**src/rtl/tlbm_pkg.sv**
```systemverilog
package tlbm_pkg;
  typedef enum logic [2:0] {
    OP_NOP      = 3'd0,
    OP_INV_ONE  = 3'd1,
    OP_INV_ALL  = 3'd2,
    OP_SYNC     = 3'd3,
    OP_ZERO_BLK = 3'd4
  } maint_op_e;
endpackage

```
**src/rtl/tlbm_decode.sv**
```systemverilog
module tlbm_decode
  import tlbm_pkg::*;
(
  input  logic       accept,
  input  logic [2:0] code,
  output logic       do_inv,
  output logic       do_all,
  output logic       do_sync,
  output logic       do_zero
);
  always_comb begin
    do_inv  = 1'b0;
    do_all  = 1'b0;
    do_sync = 1'b0;
    do_zero = 1'b0;
    if (accept) begin
      case (code)
        OP_INV_ONE:  do_inv  = 1'b1;
        OP_INV_ALL:  do_all  = 1'b1;
        OP_SYNC:     do_sync = 1'b1;
        OP_ZERO_BLK: do_zero = 1'b1;
        default: ;
      endcase
    end
  end
endmodule

```
**src/rtl/tlbm_inval.sv**
```systemverilog
module tlbm_inval #(
  parameter int EA_W   = 32,
  parameter int BE_HI  = 15,
  parameter int SET_W  = 5
) (
  input  logic             clk,
  input  logic             rst,
  input  logic             do_inv,
  input  logic [EA_W-1:0]  ea,
  output logic             strobe_i,
  output logic             strobe_d,
  output logic [SET_W-1:0] set_idx,
  output logic             done
);
  localparam int MSB = EA_W - 1 - BE_HI;
  localparam int LSB = MSB - SET_W + 1;

  always_ff @(posedge clk) begin
    if (rst) begin
      strobe_i <= 1'b0;
      strobe_d <= 1'b0;
      set_idx  <= '0;
      done     <= 1'b0;
    end else begin
      strobe_i <= do_inv;
      strobe_d <= do_inv;
      done     <= strobe_i;
      if (do_inv) set_idx <= ea[MSB:LSB];
    end
  end


  inv_origin_chk: assert property (@(posedge clk) disable iff (rst)
    do_inv |=> (strobe_i && strobe_d));

  inv_done_chk: assert property (@(posedge clk) disable iff (rst)
    strobe_i |=> done);
endmodule

```
**src/rtl/tlbm_sync.sv**
```systemverilog
module tlbm_sync (
  input  logic clk,
  input  logic rst,
  input  logic do_sync,
  input  logic sync_in,
  output logic stall
);
  always_ff @(posedge clk) begin
    if (rst)        stall <= 1'b0;
    else if (stall) stall <= sync_in;
    else            stall <= do_sync & sync_in;
  end


  sync_hold_chk: assert property (@(posedge clk) disable iff (rst)
    (do_sync && sync_in) |=> stall);

  sync_release_chk: assert property (@(posedge clk) disable iff (rst)
    (stall && !sync_in) |=> !stall);
endmodule

```
**src/rtl/tlbm_exc.sv**
```systemverilog
module tlbm_exc (
  input  logic clk,
  input  logic rst,
  input  logic do_all,
  input  logic do_zero,
  input  logic attr_w,
  input  logic attr_i,
  output logic illegal,
  output logic align
);
  always_ff @(posedge clk) begin
    if (rst) begin
      illegal <= 1'b0;
      align   <= 1'b0;
    end else begin
      illegal <= do_all;
      align   <= do_zero & (attr_w | attr_i);
    end
  end


  zero_align_chk: assert property (@(posedge clk) disable iff (rst)
    (do_zero && (attr_w || attr_i)) |=> align);
endmodule

```
**src/rtl/tlb_maint_ctrl.sv**
```systemverilog
module tlb_maint_ctrl #(
  parameter int EA_W  = 32,
  parameter int BE_HI = 15,
  parameter int SET_W = 5
) (
  input  logic             clk,
  input  logic             rst,
  input  logic             op_valid,
  output logic             op_ready,
  input  logic [2:0]       op_code,
  input  logic [EA_W-1:0]  op_ea,
  input  logic             pg_w,
  input  logic             pg_i,
  input  logic             sync_in,
  input  logic             lookup_hit_in,
  output logic             lookup_hit,
  output logic             inv_itlb,
  output logic             inv_dtlb,
  output logic [SET_W-1:0] inv_set,
  output logic             inv_done,
  output logic             stall,
  output logic             exc_illegal,
  output logic             exc_align
);
  logic accept, do_inv, do_all, do_sync, do_zero;

  assign op_ready   = ~stall;
  assign accept     = op_valid & op_ready;
  assign lookup_hit = lookup_hit_in & ~(inv_itlb | inv_dtlb);

  tlbm_decode u_dec (
    .accept(accept), .code(op_code), .do_inv(do_inv),
    .do_all(do_all), .do_sync(do_sync), .do_zero(do_zero));

  tlbm_inval #(.EA_W(EA_W), .BE_HI(BE_HI), .SET_W(SET_W)) u_inv (
    .clk(clk), .rst(rst), .do_inv(do_inv), .ea(op_ea),
    .strobe_i(inv_itlb), .strobe_d(inv_dtlb), .set_idx(inv_set),
    .done(inv_done));

  tlbm_sync u_sync (
    .clk(clk), .rst(rst), .do_sync(do_sync), .sync_in(sync_in),
    .stall(stall));

  tlbm_exc u_exc (
    .clk(clk), .rst(rst), .do_all(do_all), .do_zero(do_zero),
    .attr_w(pg_w), .attr_i(pg_i), .illegal(exc_illegal), .align(exc_align));


  exc_excl_chk: assert property (@(posedge clk) disable iff (rst)
    $onehot0({exc_illegal, exc_align}));

  illegal_no_inv_chk: assert property (@(posedge clk) disable iff (rst)
    exc_illegal |-> !(inv_itlb || inv_dtlb));

  lookup_prio_chk: assert property (@(posedge clk) disable iff (rst)
    inv_itlb |-> !lookup_hit);

  stall_block_chk: assert property (@(posedge clk) disable iff (rst)
    $past(stall) |-> !inv_itlb);
endmodule

```
**config.mk**
```make
export PLATFORM = sky130hd
export DESIGN_NAME = tlb_maint_ctrl
export DESIGN_NICKNAME = d
export VERILOG_FILES = /design/src/rtl/tlbm_pkg.sv /design/src/rtl/tlbm_decode.sv /design/src/rtl/tlbm_inval.sv /design/src/rtl/tlbm_sync.sv /design/src/rtl/tlbm_exc.sv /design/src/rtl/tlb_maint_ctrl.sv
export SDC_FILE = /design/constraint.sdc
export NUM_CORES = 1
export LEC_CHECK = 0
export BUFFER_PORTS_ARGS = -buffer_cell sky130_fd_sc_hd__buf_2
export CAP_MARGIN = 10
export CORE_MARGIN = 2
export CORE_UTILIZATION = 32
export DETAILED_ROUTE_END_ITERATION = 8
export PLACE_DENSITY = 0.86
export SLEW_MARGIN = 15
export SYNTH_ARGS = -nofsm -noshare
export SYNTH_HDL_FRONTEND = slang
export SYNTH_SLANG_ARGS = --single-unit
```
**constraint.sdc**
```tcl
create_clock -name clk -period 2.1 [get_ports clk]
set_input_delay 0.105 -clock clk [delete_from_list [all_inputs] [get_ports clk]]
set_output_delay 0.105 -clock clk [all_outputs]
set_load 0.02 [all_outputs]
```
==> out/results.txt, run 1 <==
Nets: 112
pins over their slew limit: 0
minimum clock period: 1190 ps
post-CTS setup buffer count: 0
largest family of logic cells by synthesized area: simple AND/OR/NAND/NOR gates
register bit total from synthesis: 10
Layout area overhead: 41.4%
die area: 0.00166 mm2
Post-Syn Instances: 40
critical path class: flop to flop
Hold Path Stages: 3
Total Routed Length: 825 um
Ys Warns: 0
combinational share of power: 0.114
Hold Vio Cnt, Final: 0
sw power: 0.0900 mW
TritonRoute pass-1 iters: 4
First DRT Iteration DRCs: 4
Cell Area, Synth: 432 um2
worst reg2reg endpoint: u_inv.set_idx[4]
CTS tree: built
hold_sp: op_ea[14]
Final Non-Filler Cells: 84
antenna violations before repair: 0
IO buf count: 27
r2r startpoint: u_sync.stall
multiplexer area fraction after synthesis: 0.116
Core Rows: 13
Hold Buf Count CTS: 0
routed length per instance: 9.82 um
Worst Path Arrival: 1380 ps
antenna viol nets, final: 0
DP Wirelength: 663 um
# DRC: 0
Fillers: 138
CP endpoint kind: flop
CTS HTree Levels: 1
R2R Setup Slk: 910 ps
simple-gate share of the synthesized area: 0.357
Die Wd: 40.7 um
area occupied by multi-input gates: 213 um2
Syn Nets: 82
clock power share: 0.413
Max Clk Rate: 841 MHz
Die Y: 40.7 um
Worst Hold Class: input pin to flop
Hold Path End: u_inv.set_idx[2]
Worst Clk Skew: 1.79 ps
max_cap viols: 0
sequential power share: 0.473
RSZ-0062 raised after global routing: no
leakage power: 0.291 nW
Seq/Total Area, Yosys: 0.464
largest net degree at the start of global routing: 15
CTS Buffer Depth: 2
XOR/XNOR share of the synthesized area: 0
Setup crit start kind: flop
initial core utilization: 0.336
post-synthesis cell type count: 15
CTS clk-pin slew, worst paths: 60 ps
clk root buf: clkbuf_4
Worst Path Required: 2290 ps
count of final setup violators: 0
Worst-Skew Late Latency: 260 ps
diodes inserted: 0
GP Congestion: 0.709
peak supply drop: 0.434 mV
headroom to the max-slew limit: 0.663
vias in the first global route: 320
# IOs: 55
CTS resizes: 0
Tcrit/Tclk final: 0.566
Total GRT Usage: 0.130
most common cell after layout, fill and taps aside: buf_2
internal power: 0.322 mW
Worst Reg2Reg Path Length in Cells: 2
Num CTS Buffers: 3
remaining global-route overflow: 0
outcome: finished clean
Worst-Margin Slew: 504 ps
most frequent cells in the layout: buf_2, nand2b_1, dfxtp_1
Synth Area in Compound Gates: 0.0203
fraction of layout cells with a size suffix above 1: 0.493
Power Density: 675 mW/mm2
FF+latch area: 200 um2
average via count per standard cell: 4.45
peak fanout along the critical path: 6
Sw Ratio: 0.218
CORE AREA: 0.00128 mm2
clock sink total: 10
total negative slack: 0 ps
first-pass GRT wire length: 1320 um
placed cells: 80
Synth Area in Adders: 0
vias post-DR: 374
Avg Cell Area, Syn: 10.8 um2
==> cell usage after synthesis (all sizes together) <==
master / n / area [um2]
buf: 1 / 7.51
nor4b: 2 / 32.5
mux2i: 5 / 50.1
nor2: 1 / 3.75
and4: 1 / 10.0
nor3b: 1 / 7.51
clkbuf: 1 / 3.75
dfxtp: 10 / 200
nor3: 1 / 5.00
a41oi: 1 / 8.76
nand2b: 11 / 76.3
nor2b: 3 / 18.8
inv: 2 / 7.51
==> worst max-delay path, stage by stage, from the launching register on <==
cell and delay, ps:
dfxtp_1 360, nor4b_4 510, mux2i_1 240
==> how the worst max path moves through the flow <==
stage	from	to	slack, ps	cells after the start
after detailed placement	u_sync.stall	u_inv.set_idx[4]	900	2
final	u_sync.stall	u_inv.set_idx[4]	910	2
after CTS	u_sync.stall	u_inv.set_idx[4]	870	2
after global placement	u_sync.stall	u_inv.set_idx[4]	910	2
after floorplan	u_sync.stall	u_inv.set_idx[0]	950	2
after global routing	u_sync.stall	u_inv.set_idx[4]	780	2
==> state kept, by name, summed over array words and instances (netlist names) <==
signal	flops
u_inv.set_idx	5
u_exc.align	1
u_exc.illegal	1
u_inv.done	1
u_inv.strobe_d	1
u_sync.stall	1
==> through the flow <==
| step | total power [mW] | hold WS, ps | setup slack [ps] | cell area [um2] | utilization |
|---|---|---|---|---|---|
| floorplan | 0.225 | 259 | 951 | 432 | - |
| global placement | 0.246 | 369 | 911 | 574 | 0.447 |
| detailed placement | 0.247 | 376 | 904 | 574 | 0.447 |
| CTS | 0.421 | 88.9 | 874 | 611 | 0.475 |
| global route | 0.436 | 104 | 780 | 611 | 0.475 |
| finish | 0.412 | 92.4 | 912 | 611 | 0.475 |
==> final cells by class <==
cell class / instances / area share
Tap cell: 15 / 0.0307
Inverter: 2 / 0.0123
Sequential cell: 10 / 0.328
Multi-Input combinational cell: 26 / 0.348
Clock buffer: 4 / 0.0594
Timing Repair Buffer: 27 / 0.221
==> cells by family after synthesis <==
family	Yosys count
multiplexers	5
buffers and inverters	4
flip-flops	10
AO/OA/AOI/OAI	1
AND/OR/NAND/NOR	20
==> power by group through the flow <==
stage               clock network, mW  registers, mW  logic (mW)
floorplan                           0          0.204      0.0212
global placement                    0          0.199      0.0465
detailed placement                  0          0.199      0.0478
CTS                             0.178          0.195      0.0479
global route                    0.188          0.195      0.0527
finish                          0.170          0.195      0.0472
==> per-layer routing <==
layer,part of all wire,up-vias,track usage
li1,-,191,-
met1,0.42,161,0.118
met2,0.46,20,0.218
met3,0.11,2,0.0815
met4,0.012,0,0.0750
met5,0,-,0
No activity file was read; power rests on OpenSTA's default activity.
==> inputs of run 2 (changes only) <==
- CORE_UTILIZATION: 32 -> 30
- PLACE_DENSITY: 0.86 -> 0.81
- clock period: 2.1 -> 1.2 ns (I/O delays scaled with it)
==> run 2 against run 1 <==
Effect of this change:
- critical path depth increased by 1
- clock-buffer cell count unchanged
- clock skew decreased by 0.80 ps
- power up 77%
- largest power group unchanged
- global-route usage fell by 1.4 points
- highest routed layer is now met3
==> out/results.txt, run 2 (same netlist as run 1, synthesis figures left out) <==
# DRC: 0 (unchanged)
Hold Vio Cnt, Final: 0 (unchanged)
average via count per standard cell: 4.36 (was 4.45)
CTS tree: built (unchanged)
CORE AREA: 0.00132 mm2 (was 0.00128 mm2)
vias in the first global route: 376 (was 320)
antenna violations before repair: 0 (unchanged)
peak fanout along the critical path: 6 (unchanged)
First DRT Iteration DRCs: 2 (was 4)
CTS resizes: 0 (unchanged)
Max Clk Rate: 919 MHz (was 841 MHz)
vias post-DR: 371 (was 374)
Core Rows: 13 (unchanged)
remaining global-route overflow: 0 (unchanged)
max reg flops: 5 (unchanged)
worst hold slack: 49.6 ps (was 92.4 ps)
most common cell after layout, fill and taps aside: buf_2 (unchanged)
Die Y: 41.9 um (was 40.7 um)
dpl ws: 106 ps (was 904 ps)
routed length per instance: 10.1 um (was 9.82 um)
Worst Clk Skew: 0.987 ps (was 1.79 ps)
minimum clock period: 1090 ps (was 1190 ps)
Final Non-Filler Cells: 85 (was 84)
GP Congestion: 0.673 (was 0.709)
largest net degree at the start of global routing: 15 (unchanged)
pins over their slew limit: 0 (unchanged)
die area: 0.00176 mm2 (was 0.00166 mm2)
leakage power: 0.296 nW (was 0.291 nW)
count of final setup violators: 0 (unchanged)
Worst Path Arrival: 1280 ps (was 1380 ps)
CTS clk-pin slew, worst paths: 70 ps (was 60 ps)
max_cap viols: 0 (unchanged)
Worst Hold Class: input pin to flop (unchanged)
DP Wirelength: 666 um (was 663 um)
Reg with most FFs: u_inv.set_idx (unchanged)
most frequent cells in the layout: buf_2, nand2b_1, dfxtp_1 (unchanged)
CTS Buffer Depth: 2 (unchanged)
outcome: finished clean (unchanged)
Layout area overhead: 43.2% (was 41.4%)
Total GRT Usage: 0.116 (was 0.130)
final core occ: 0.469 (was 0.475)
worst reg2reg endpoint: u_inv.set_idx[0] (was u_inv.set_idx[4])
IO buf count: 27 (unchanged)
fin area: 618 um2 (was 611 um2)
critical path class: flop to flop (unchanged)
r2r startpoint: u_sync.stall (unchanged)
total negative slack: 0 ps (unchanged)
TritonRoute pass-1 iters: 2 (was 4)
Cell Area, Placed: 582 um2 (was 574 um2)
post-CTS setup buffer count: 0 (unchanged)
diodes inserted: 0 (unchanged)
R2R Setup Slk: 110 ps (was 910 ps)
initial core utilization: 0.328 (was 0.336)
CP endpoint kind: flop (unchanged)
hold_sp: op_ea[13] (was op_ea[14])
Setup crit start kind: flop (unchanged)
Worst Path Required: 1400 ps (was 2290 ps)
# IOs: 55 (unchanged)
Hold Path Stages: 3 (unchanged)
antenna viol nets, final: 0 (unchanged)
Tcrit/Tclk final: 0.907 (was 0.566)
Nets: 113 (was 112)
clk root buf: clkbuf_4 (unchanged)
headroom to the max-slew limit: 0.848 (was 0.663)
placed cells: 81 (was 80)
Overall Power: 0.728 mW (was 0.412 mW)
first-pass GRT wire length: 1520 um (was 1320 um)
Die Wd: 41.9 um (was 40.7 um)
clock sink total: 10 (unchanged)
Total Routed Length: 858 um (was 825 um)
Hold Buf Count CTS: 0 (unchanged)
Num CTS Buffers: 3 (unchanged)
fraction of layout cells with a size suffix above 1: 0.500 (was 0.493)
Worst-Skew Late Latency: 260 ps (about the same)
CTS HTree Levels: 1 (unchanged)
setup ws final: 112 ps (was 912 ps)
Hold Path End: u_inv.set_idx[1] (was u_inv.set_idx[2])
Power Density: 1180 mW/mm2 (was 675 mW/mm2)
Worst Reg2Reg Path Length in Cells: 3 (was 2)
RSZ-0062 raised after global routing: no (unchanged)
peak supply drop: 0.572 mV (was 0.434 mV)
Worst-Margin Slew: 224 ps (was 504 ps)
==> run 2: layer usage <==
metal / routed length (um) / vias to the layer above / GRT usage
met5: 0 / - / 0
met4: 0 / 0 / 0.0194
met3: 99 / 0 / 0.0783
met2: 393 / 23 / 0.200
met1: 365 / 156 / 0.116
li1: - / 192 / -
==> run 2: layout make-up <==
class                      instances  area, um2
tap                               15       18.8
clock buffer                       4       36.3
fill                             139        699
sequential                        10        200
inverter                           2       7.51
multi-input combinational         26        213
timing repair buffer              28        143
==> run 2: how the worst max path moves through the flow <==
stage / from / to / slack [ps] / cells past startpoint
final: u_sync.stall / u_inv.set_idx[0] / 110 / 3
after global placement: u_sync.stall / u_inv.set_idx[0] / 150 / 3
after detailed placement: u_sync.stall / u_inv.set_idx[0] / 110 / 3
after global routing: u_sync.stall / u_inv.set_idx[2] / 30 / 3
after floorplan: u_sync.stall / u_inv.set_idx[0] / 50 / 2
after CTS: u_sync.stall / u_inv.set_idx[0] / 90 / 3
==> run 2: critical path: stages (launching register included) <==
cell and delay (ps):
dfxtp_1 370, nor4b_4 260, buf_4 200, mux2i_1 190
==> run 2: report_power, final <==
part	internal (mW)	leakage [nW]	switching, mW
logic	0.0431	0.195	0.0402
registers	0.338	0.0809	0.00331
clock network	0.184	0.0210	0.120
total	0.565	0.296	0.163
